--- src/rtl/wo_snoop_cache.sv ---
module wo_snoop_cache #(
  parameter int AW    = 8,
  parameter int DW    = 16,
  parameter int IDX_W = 2
) (
  input  logic          clk,
  input  logic          rst_n,
  input  logic          cpu_req,
  input  logic          cpu_we,
  input  logic [AW-1:0] cpu_addr,
  input  logic [DW-1:0] cpu_wdata,
  output logic          cpu_ready,
  output logic [DW-1:0] cpu_rdata,
  output logic          bus_req,
  output logic          bus_we,
  output logic [AW-1:0] bus_addr,
  output logic [DW-1:0] bus_wdata,
  input  logic          bus_ack,
  input  logic [DW-1:0] bus_rdata,
  input  logic          snp_valid,
  input  logic          snp_we,
  input  logic [AW-1:0] snp_addr,
  output logic          snp_intervene,
  output logic [DW-1:0] snp_data
);
  localparam int LINES = 1 << IDX_W;
  localparam int TW    = AW - IDX_W;

  typedef enum logic [1:0] {L_INV, L_VAL, L_RES, L_DRT} lst_t;
  typedef enum logic [2:0] {S_LOOK, S_WB, S_FILL, S_WT, S_RESP} fsm_t;

  lst_t          lst  [LINES];
  logic [TW-1:0] ltag [LINES];
  logic [DW-1:0] ldat [LINES];
  fsm_t          fsm;

  logic [IDX_W-1:0] cidx, sidx;
  logic [TW-1:0]    ctag, stag;
  logic             c_hit, s_hit;

  assign cidx  = cpu_addr[IDX_W-1:0];
  assign ctag  = cpu_addr[AW-1:IDX_W];
  assign sidx  = snp_addr[IDX_W-1:0];
  assign stag  = snp_addr[AW-1:IDX_W];
  assign c_hit = (lst[cidx] != L_INV) && (ltag[cidx] == ctag);
  assign s_hit = (lst[sidx] != L_INV) && (ltag[sidx] == stag);

  assign snp_intervene = snp_valid && !snp_we && s_hit && (lst[sidx] == L_DRT);
  assign snp_data      = ldat[sidx];

  assign cpu_ready = (fsm == S_RESP);
  assign bus_req   = (fsm == S_WB && lst[cidx] == L_DRT) || fsm == S_FILL || fsm == S_WT;
  assign bus_we    = (fsm == S_WB) || (fsm == S_WT);
  assign bus_addr  = (fsm == S_WB) ? {ltag[cidx], cidx} : cpu_addr;
  assign bus_wdata = (fsm == S_WB) ? ldat[cidx] : cpu_wdata;

  always_ff @(posedge clk) begin
    if (!rst_n) begin
      fsm       <= S_LOOK;
      cpu_rdata <= '0;
      for (int i = 0; i < LINES; i++) lst[i] <= L_INV;
    end else begin
      case (fsm)
        S_LOOK:
          if (cpu_req && !snp_valid) begin
            if (c_hit) begin
              if (!cpu_we) begin
                cpu_rdata <= ldat[cidx];
                fsm       <= S_RESP;
              end else if (lst[cidx] == L_VAL) begin
                fsm <= S_WT;
              end else begin
                ldat[cidx] <= cpu_wdata;
                lst[cidx]  <= L_DRT;
                fsm        <= S_RESP;
              end
            end else begin
              fsm <= (lst[cidx] == L_DRT) ? S_WB : S_FILL;
            end
          end
        S_WB:
          if (lst[cidx] != L_DRT) begin
            fsm <= S_FILL;
          end else if (bus_ack) begin
            lst[cidx] <= L_INV;
            fsm       <= S_FILL;
          end
        S_FILL:
          if (bus_ack) begin
            lst[cidx]  <= L_VAL;
            ltag[cidx] <= ctag;
            ldat[cidx] <= bus_rdata;
            fsm        <= S_LOOK;
          end
        S_WT:
          if (bus_ack) begin
            if (c_hit) begin
              lst[cidx]  <= L_RES;
              ldat[cidx] <= cpu_wdata;
            end
            fsm <= S_RESP;
          end
        default: fsm <= S_LOOK;
      endcase
      if (snp_valid && s_hit) lst[sidx] <= snp_we ? L_INV : L_VAL;
    end
  end

  AST_PRIVATE_WRITE_LOCAL: assert property (@(posedge clk) disable iff (!rst_n)
    cpu_req && cpu_we && fsm == S_LOOK && !snp_valid && c_hit && lst[cidx] != L_VAL
    |=> !bus_req && cpu_ready);
  AST_INTERVENE_TO_VALID: assert property (@(posedge clk) disable iff (!rst_n)
    snp_intervene |=> lst[$past(sidx)] == L_VAL);
  AST_SNOOP_WRITE_KILLS: assert property (@(posedge clk) disable iff (!rst_n)
    snp_valid && snp_we && s_hit |=> lst[$past(sidx)] == L_INV);
  AST_READY_PULSE: assert property (@(posedge clk) disable iff (!rst_n)
    cpu_ready |=> !cpu_ready);
  AST_BUS_HOLD: assert property (@(posedge clk) disable iff (!rst_n)
    bus_req && !bus_ack && !snp_valid |=> bus_req && $stable(bus_addr) && $stable(bus_we));
  AST_SNOOP_FIRST: assert property (@(posedge clk) disable iff (!rst_n)
    snp_valid && fsm == S_LOOK |=> fsm == S_LOOK);
endmodule

--- config.mk ---
export PLATFORM = sky130hd
export DESIGN_NAME = wo_snoop_cache
export DESIGN_NICKNAME = d
export VERILOG_FILES = /design/src/rtl/wo_snoop_cache.sv
export SDC_FILE = /design/constraint.sdc
export NUM_CORES = 1
export LEC_CHECK = 0
export ABC_AREA = 1
export BUFFER_PORTS_ARGS = -buffer_cell sky130_fd_sc_hd__buf_2
export CAP_MARGIN = 0
export CORE_MARGIN = 3
export CORE_UTILIZATION = 45
export DETAILED_ROUTE_END_ITERATION = 8
export GPL_TIMING_DRIVEN = 1
export PLACE_DENSITY = 0.67
export SYNTH_ARGS = -nofsm -noshare
export SYNTH_HDL_FRONTEND = slang
export SYNTH_SLANG_ARGS = --single-unit
--- constraint.sdc ---
create_clock -name clk -period 6.8 [get_ports clk]
set_clock_uncertainty 0.05 [all_clocks]
set_input_delay 2.04 -clock clk [delete_from_list [all_inputs] [get_ports clk]]
set_output_delay 2.04 -clock clk [all_outputs]
set_load 0.01 [all_outputs]
Word-level counts from Yosys, hierarchy flattened
Memories as Yosys holds them, arrays and structs flattened.
Index checks and enable logic that the tools add are counted.
{"block": "word_totals", "register_bits": 19, "ram_bits": 96, "in_bits": 55, "output_inout_bits": 60, "wordCells": 93, "mem_count": 3}
{"block": "op_classes", "eq_ne": 14, "n_mux": 48, "bitwise": 6, "reduce_logical": 20}
{"name": "ldat", "depth": 4, "width": 16, "rd": 2, "rd_ports_with_merged_regs": 0, "wr": 1, "line_no": "34", "text": "logic [DW-1:0] ldat [LINES];"}
{"name": "ltag", "depth": 4, "width": 6, "rd": 2, "rd_ports_with_merged_regs": 0, "wr": 1, "line_no": "33", "text": "logic [TW-1:0] ltag [LINES];"}
{"name": "lst", "depth": 4, "width": 2, "rd": 2, "rd_ports_with_merged_regs": 0, "wr": 4, "line_no": "32", "text": "lst_t lst [LINES];"}
{"cell": "$mux W16", "n": 3}
{"cell": "$mux W1", "n": 27}
{"cell": "$mux W3", "n": 8}
{"cell": "$mux W2", "n": 8}
{"cell": "$eq A6 B6 Y1", "n": 2}
{"cell": "$pmux W3 S4", "n": 1}
{"cell": "$logic_and A1 B1 Y1", "n": 8}
{"cell": "$mux W8", "n": 1}
{"cell": "$ne A2 B2 Y1 const B", "n": 4}
{"cell": "$reduce_and A4 Y1", "n": 2}
{"cell": "$eq A3 B2 Y1 const B", "n": 2}
{"cell": "$or A1 B1 Y1", "n": 5}
{"cell": "$eq A2 B2 Y1 const B", "n": 2}
{"cell": "$reduce_bool A2 Y1", "n": 2}
{"cell": "$reduce_or A2 Y1", "n": 2}
{"cell": "$eq A3 B1 Y1 const B", "n": 1}
{"cell": "$eq A3 B3 Y1 const B", "n": 1}
{"cell": "$logic_not A3 Y1", "n": 1}
{"cell": "$logic_or A1 B1 Y1", "n": 3}
{"cell": "$ne A3 B2 Y1 const B", "n": 1}
{"cell": "$eq A2 B1 Y1 const B", "n": 1}
{"cell": "$logic_not A1 Y1", "n": 2}
{"cell": "$not A1 Y1", "n": 1}

Longest topological paths before layout
An unclocked memory read counts as a cell.
{"block": "logic_depth", "ltp_word": 14, "mapped_depth": 17, "ltp_nobuf": 16}

Worst setup path after synthesis
No wires, ideal clock.
{"block": "synth_timing", "path_kind": "input -> output", "startpoint": "input port cpu_addr[0]", "endpoint": "output port bus_wdata[14]", "arrival_ns": 3.150, "required_ns": 4.710, "slack_ns": 1.560, "path_stages": 7, "path_buffers": 2, "cell_sequence": "buf_6 -> nor2_1 -> clkinv_1 -> clkbuf_1 -> o221ai_1 -> nand2_1 -> nand2_1"}
{"block": "synth_between", "elab_chain_len": 2}
{"element": "start, declared", "line_no": "10", "text": "input logic [AW-1:0] cpu_addr,"}
{"element": "$mem_v2 Z4 W16"}
{"element": "$mux W16", "line_no": "55", "text": "assign bus_wdata = (fsm == S_WB) ? ldat[cidx] : cpu_wdata;"}
{"element": "end, declared", "line_no": "17", "text": "output logic [DW-1:0] bus_wdata,"}
No other way between the ends.

Final worst setup path
{"block": "layout_timing", "startpoint": "input port cpu_addr[1]", "endpoint": "output port bus_wdata[14]"}
The elaborated chain is that of the path after synthesis.

==> implementation parameters <==
Parameter                              Value

Yosys
  Synth warn    0
  Post-synth EDFFs    92
  Fraction of synthesis flops using an asynchronous set or reset pin    0%
  Number of distinct library cell variants in the gate-level netlist after synthesis    37
  Most frequent cell after synthesis    sky130_fd_sc_hd__nand2_1
  Cells taking the most area after synthesis    sky130_fd_sc_hd__edfxtp_1 44%, sky130_fd_sc_hd__nand2_1 12%, sky130_fd_sc_hd__dfxtp_1 7.4%
  Area share of the leading cell type in the synthesized netlist    44.37%
  Cell type with the largest total area after synthesis    sky130_fd_sc_hd__edfxtp_1
  Synth Net Count    749
  List of most frequent post-synthesis cells    204 x sky130_fd_sc_hd__nand2_1, 92 x sky130_fd_sc_hd__edfxtp_1, 86 x sky130_fd_sc_hd__inv_1
  Post-Synthesis Cells    694
  Synthesis-stage register bit count    115
  Main synth FF type    sky130_fd_sc_hd__edfxtp_1
  Total standard cell area after synthesis    6226 um^2
  Mean area per synthesized cell    8.971 um^2
  Share of synthesized area occupied by flip-flops and latches    51.77%

Global route
  Number of global-route vias before repair    5421
  Largest net degree at the start of global routing    35
  Total GRT Usage    24.12%
  Global-route wire length before repair    27630 um
  Number of antenna violations at the first check in global routing    0
  Leftover overflow at the end of global routing    0

CTS
  Post-CTS Setup Bufs    0
  Clk pin slew, worst setup/hold paths    0.06 ns
  Total clock sinks    115
  Hold_buf cts    0
  Clock latency on the worst-skew pair    0.42 ns
  H-tree Lvls    4
  CTS tree    built
  Resize count post-CTS    0
  Library cell used as clock root buffer    sky130_fd_sc_hd__clkbuf_16
  Cts bufs inserted    17
  Max clock buf depth    2

Setup path
  CP endpoint kind    output pin
  Critical path startpoint category    primary input
  Data arrival, critical path    3.82 ns
  Crit-path max FO    17
  Critical path class    primary input to output pin
  Worst endpoint required time    4.71 ns
  R2R Path Start    fsm[1]
  Critical Path Start    cpu_addr[1]

Routing
  Via Count    5499
  Average routed wire per standard cell    17.84 um
  Vias/cell    5.505
  Pre-antenna DRT Iters    5
  Drt total wl    17820 um
  Detailed Route Iter0 Violations    458
  Residual antenna-violating net count after detailed routing    0
  Number of DRC violations after detailed routing    0

Run status
  Status    completed

Timing
  Hold Violations, Final    0
  Worst slew margin relative to its limit    26.82%
  Pins Over Slew Limit    0
  Achievable clock frequency    169.3 MHz
  Minimum hold slack    0.3966 ns
  Unrepaired setup endpoints after global routing    no
  Number of setup violations in the final report    0
  Period Utilization, post-route    86.84%
  Setup TNS    0 ns
  Transition time at the pin with the least slew margin    1.095 ns
  Post-layout minimum cycle time    5.905 ns

Power and ir drop
  Leakage    3.344 nW
  Combinational power share    13.6%
  Sequential share of power    42.1%
  Worst vdd ir    0.1806 mV
  Internal Dissipation    0.001364 W
  Ratio of total power to cell area    252.8 nW/um^2
  Net switching power figure    0.0005341 W
  Share of total power consumed by net switching    28.14%
  Share of total power in the clock network    44.3%

Finish
  Final #Nets    865
  Total inserted antenna cells    0
  Area added between synthesis and finish    20.58%
  Post-Route Utilization    56.02%
  Count of non-filler cells in the finished layout    999
  Layout cells sized above 1    27.83%

Placement
  Count of input and output buffers    114
  Final HPWL from detailed placement    12550 um
  Number of instances in the placed design    967
  Global placer's final weighted congestion    0.9119

Die
  Die width    123.6 um
  DIE HEIGHT    123.6 um
  Floorplan row count    42
  Io pins    115
  Starting utilization of the core area    46.46%
  Die outline area    15280 um^2
  Core Region    13400 um^2

Hold path
  Type of the tightest min-delay check    flop to flop
  HP Start    cpu_rdata[4]

Flow run
  Maximum capacitance violations    0
## critical path, stage by stage
cell                       delay, ns
sky130_fd_sc_hd__buf_2          0.30
sky130_fd_sc_hd__inv_2          0.19
sky130_fd_sc_hd__nor2_1         0.25
sky130_fd_sc_hd__clkinv_1       0.10
sky130_fd_sc_hd__buf_4          0.22
sky130_fd_sc_hd__o221ai_1       0.41
sky130_fd_sc_hd__nand2_1        0.10
sky130_fd_sc_hd__nand2_1        0.08
sky130_fd_sc_hd__buf_2          0.12
## power groups by stage
stage,clock network (W),logic [W],registers (W)
floorplan,0,0.000168,0.000811
global placement,0,0.000252,0.000813
detailed placement,0,0.000256,0.000814
CTS,0.000847,0.000258,0.000799
global route,0.000876,0.000287,0.000802
finish,0.000840,0.000259,0.000800
## per-layer routing
layer | track usage [%] | up-vias | part of all wire (%)
met5 | 0 | - | 0
met4 | 11.35 | 0 | 3.3
met3 | 5.677 | 41 | 8.4
met2 | 39.10 | 260 | 48
met1 | 30.56 | 2592 | 40
li1 | - | 2606 | -
## cells by family (layout without fill, tap and decap cells)
| family | count (synthesis) | in the layout | share of synthesized area, % |
|---|---|---|---|
| compound gates | 127 | 127 | 14.59 |
| xor+xnor | 1 | 1 | 0.1407 |
| buf+inv | 123 | 252 | 8.320 |
| mux | 16 | 16 | 2.894 |
| flops | 115 | 115 | 51.77 |
| simple gates | 312 | 312 | 22.29 |
## registers in the layout, indices dropped and copies added (netlist names)
register and cells:
ldat 64, ltag 24, cpu_rdata 16, lst 8
fsm 3
## cell usage in the layout, fill, tap and decap left out, drive strengths merged
cell type	instances
clkbuf	18
o221ai	30
o2111ai	1
a22oi	33
and3	1
dfxtp	23
clkinv	6
o211ai	3
a31oi	1
o21ai	31
a21boi	3
nand2	223
xor2	1
nand3	34
clkinvlp	1
buf	128
nor3	1
edfxtp	92
mux2	16
nand4	8
a21oi	25
nor2	44
nand3b	1
inv	99
## through the flow
step | setup slack [ns] | instance area, um^2 | total power (W)
floorplan | 1.560 | 6226 | 0.0009798
global placement | 0.9341 | 6949 | 0.001065
detailed placement | 0.9209 | 6949 | 0.001071
CTS | 0.9024 | 7507 | 0.001905
global route | 0.7570 | 7507 | 0.001965
finish | 0.8950 | 7507 | 0.001898
## final timing paths
check                  end  slack (ns)  depth (start not counted)
max          bus_wdata[14]        0.89                          9
min           cpu_rdata[4]        0.40                          2
max reg2reg     ldat[2][1]        4.08                          8
min reg2reg   cpu_rdata[4]        0.40                          2
## final cells by class
class,count,area (um^2)
sequential,115,3223
inverter,92,345.3
tap,176,220.2
timing repair buffer,128,675.6
clock inverter,14,118.9
fill,1204,5893
multi-input combinational,456,2485
clock buffer,18,439.2
Power figures use the tool's default switching activity.
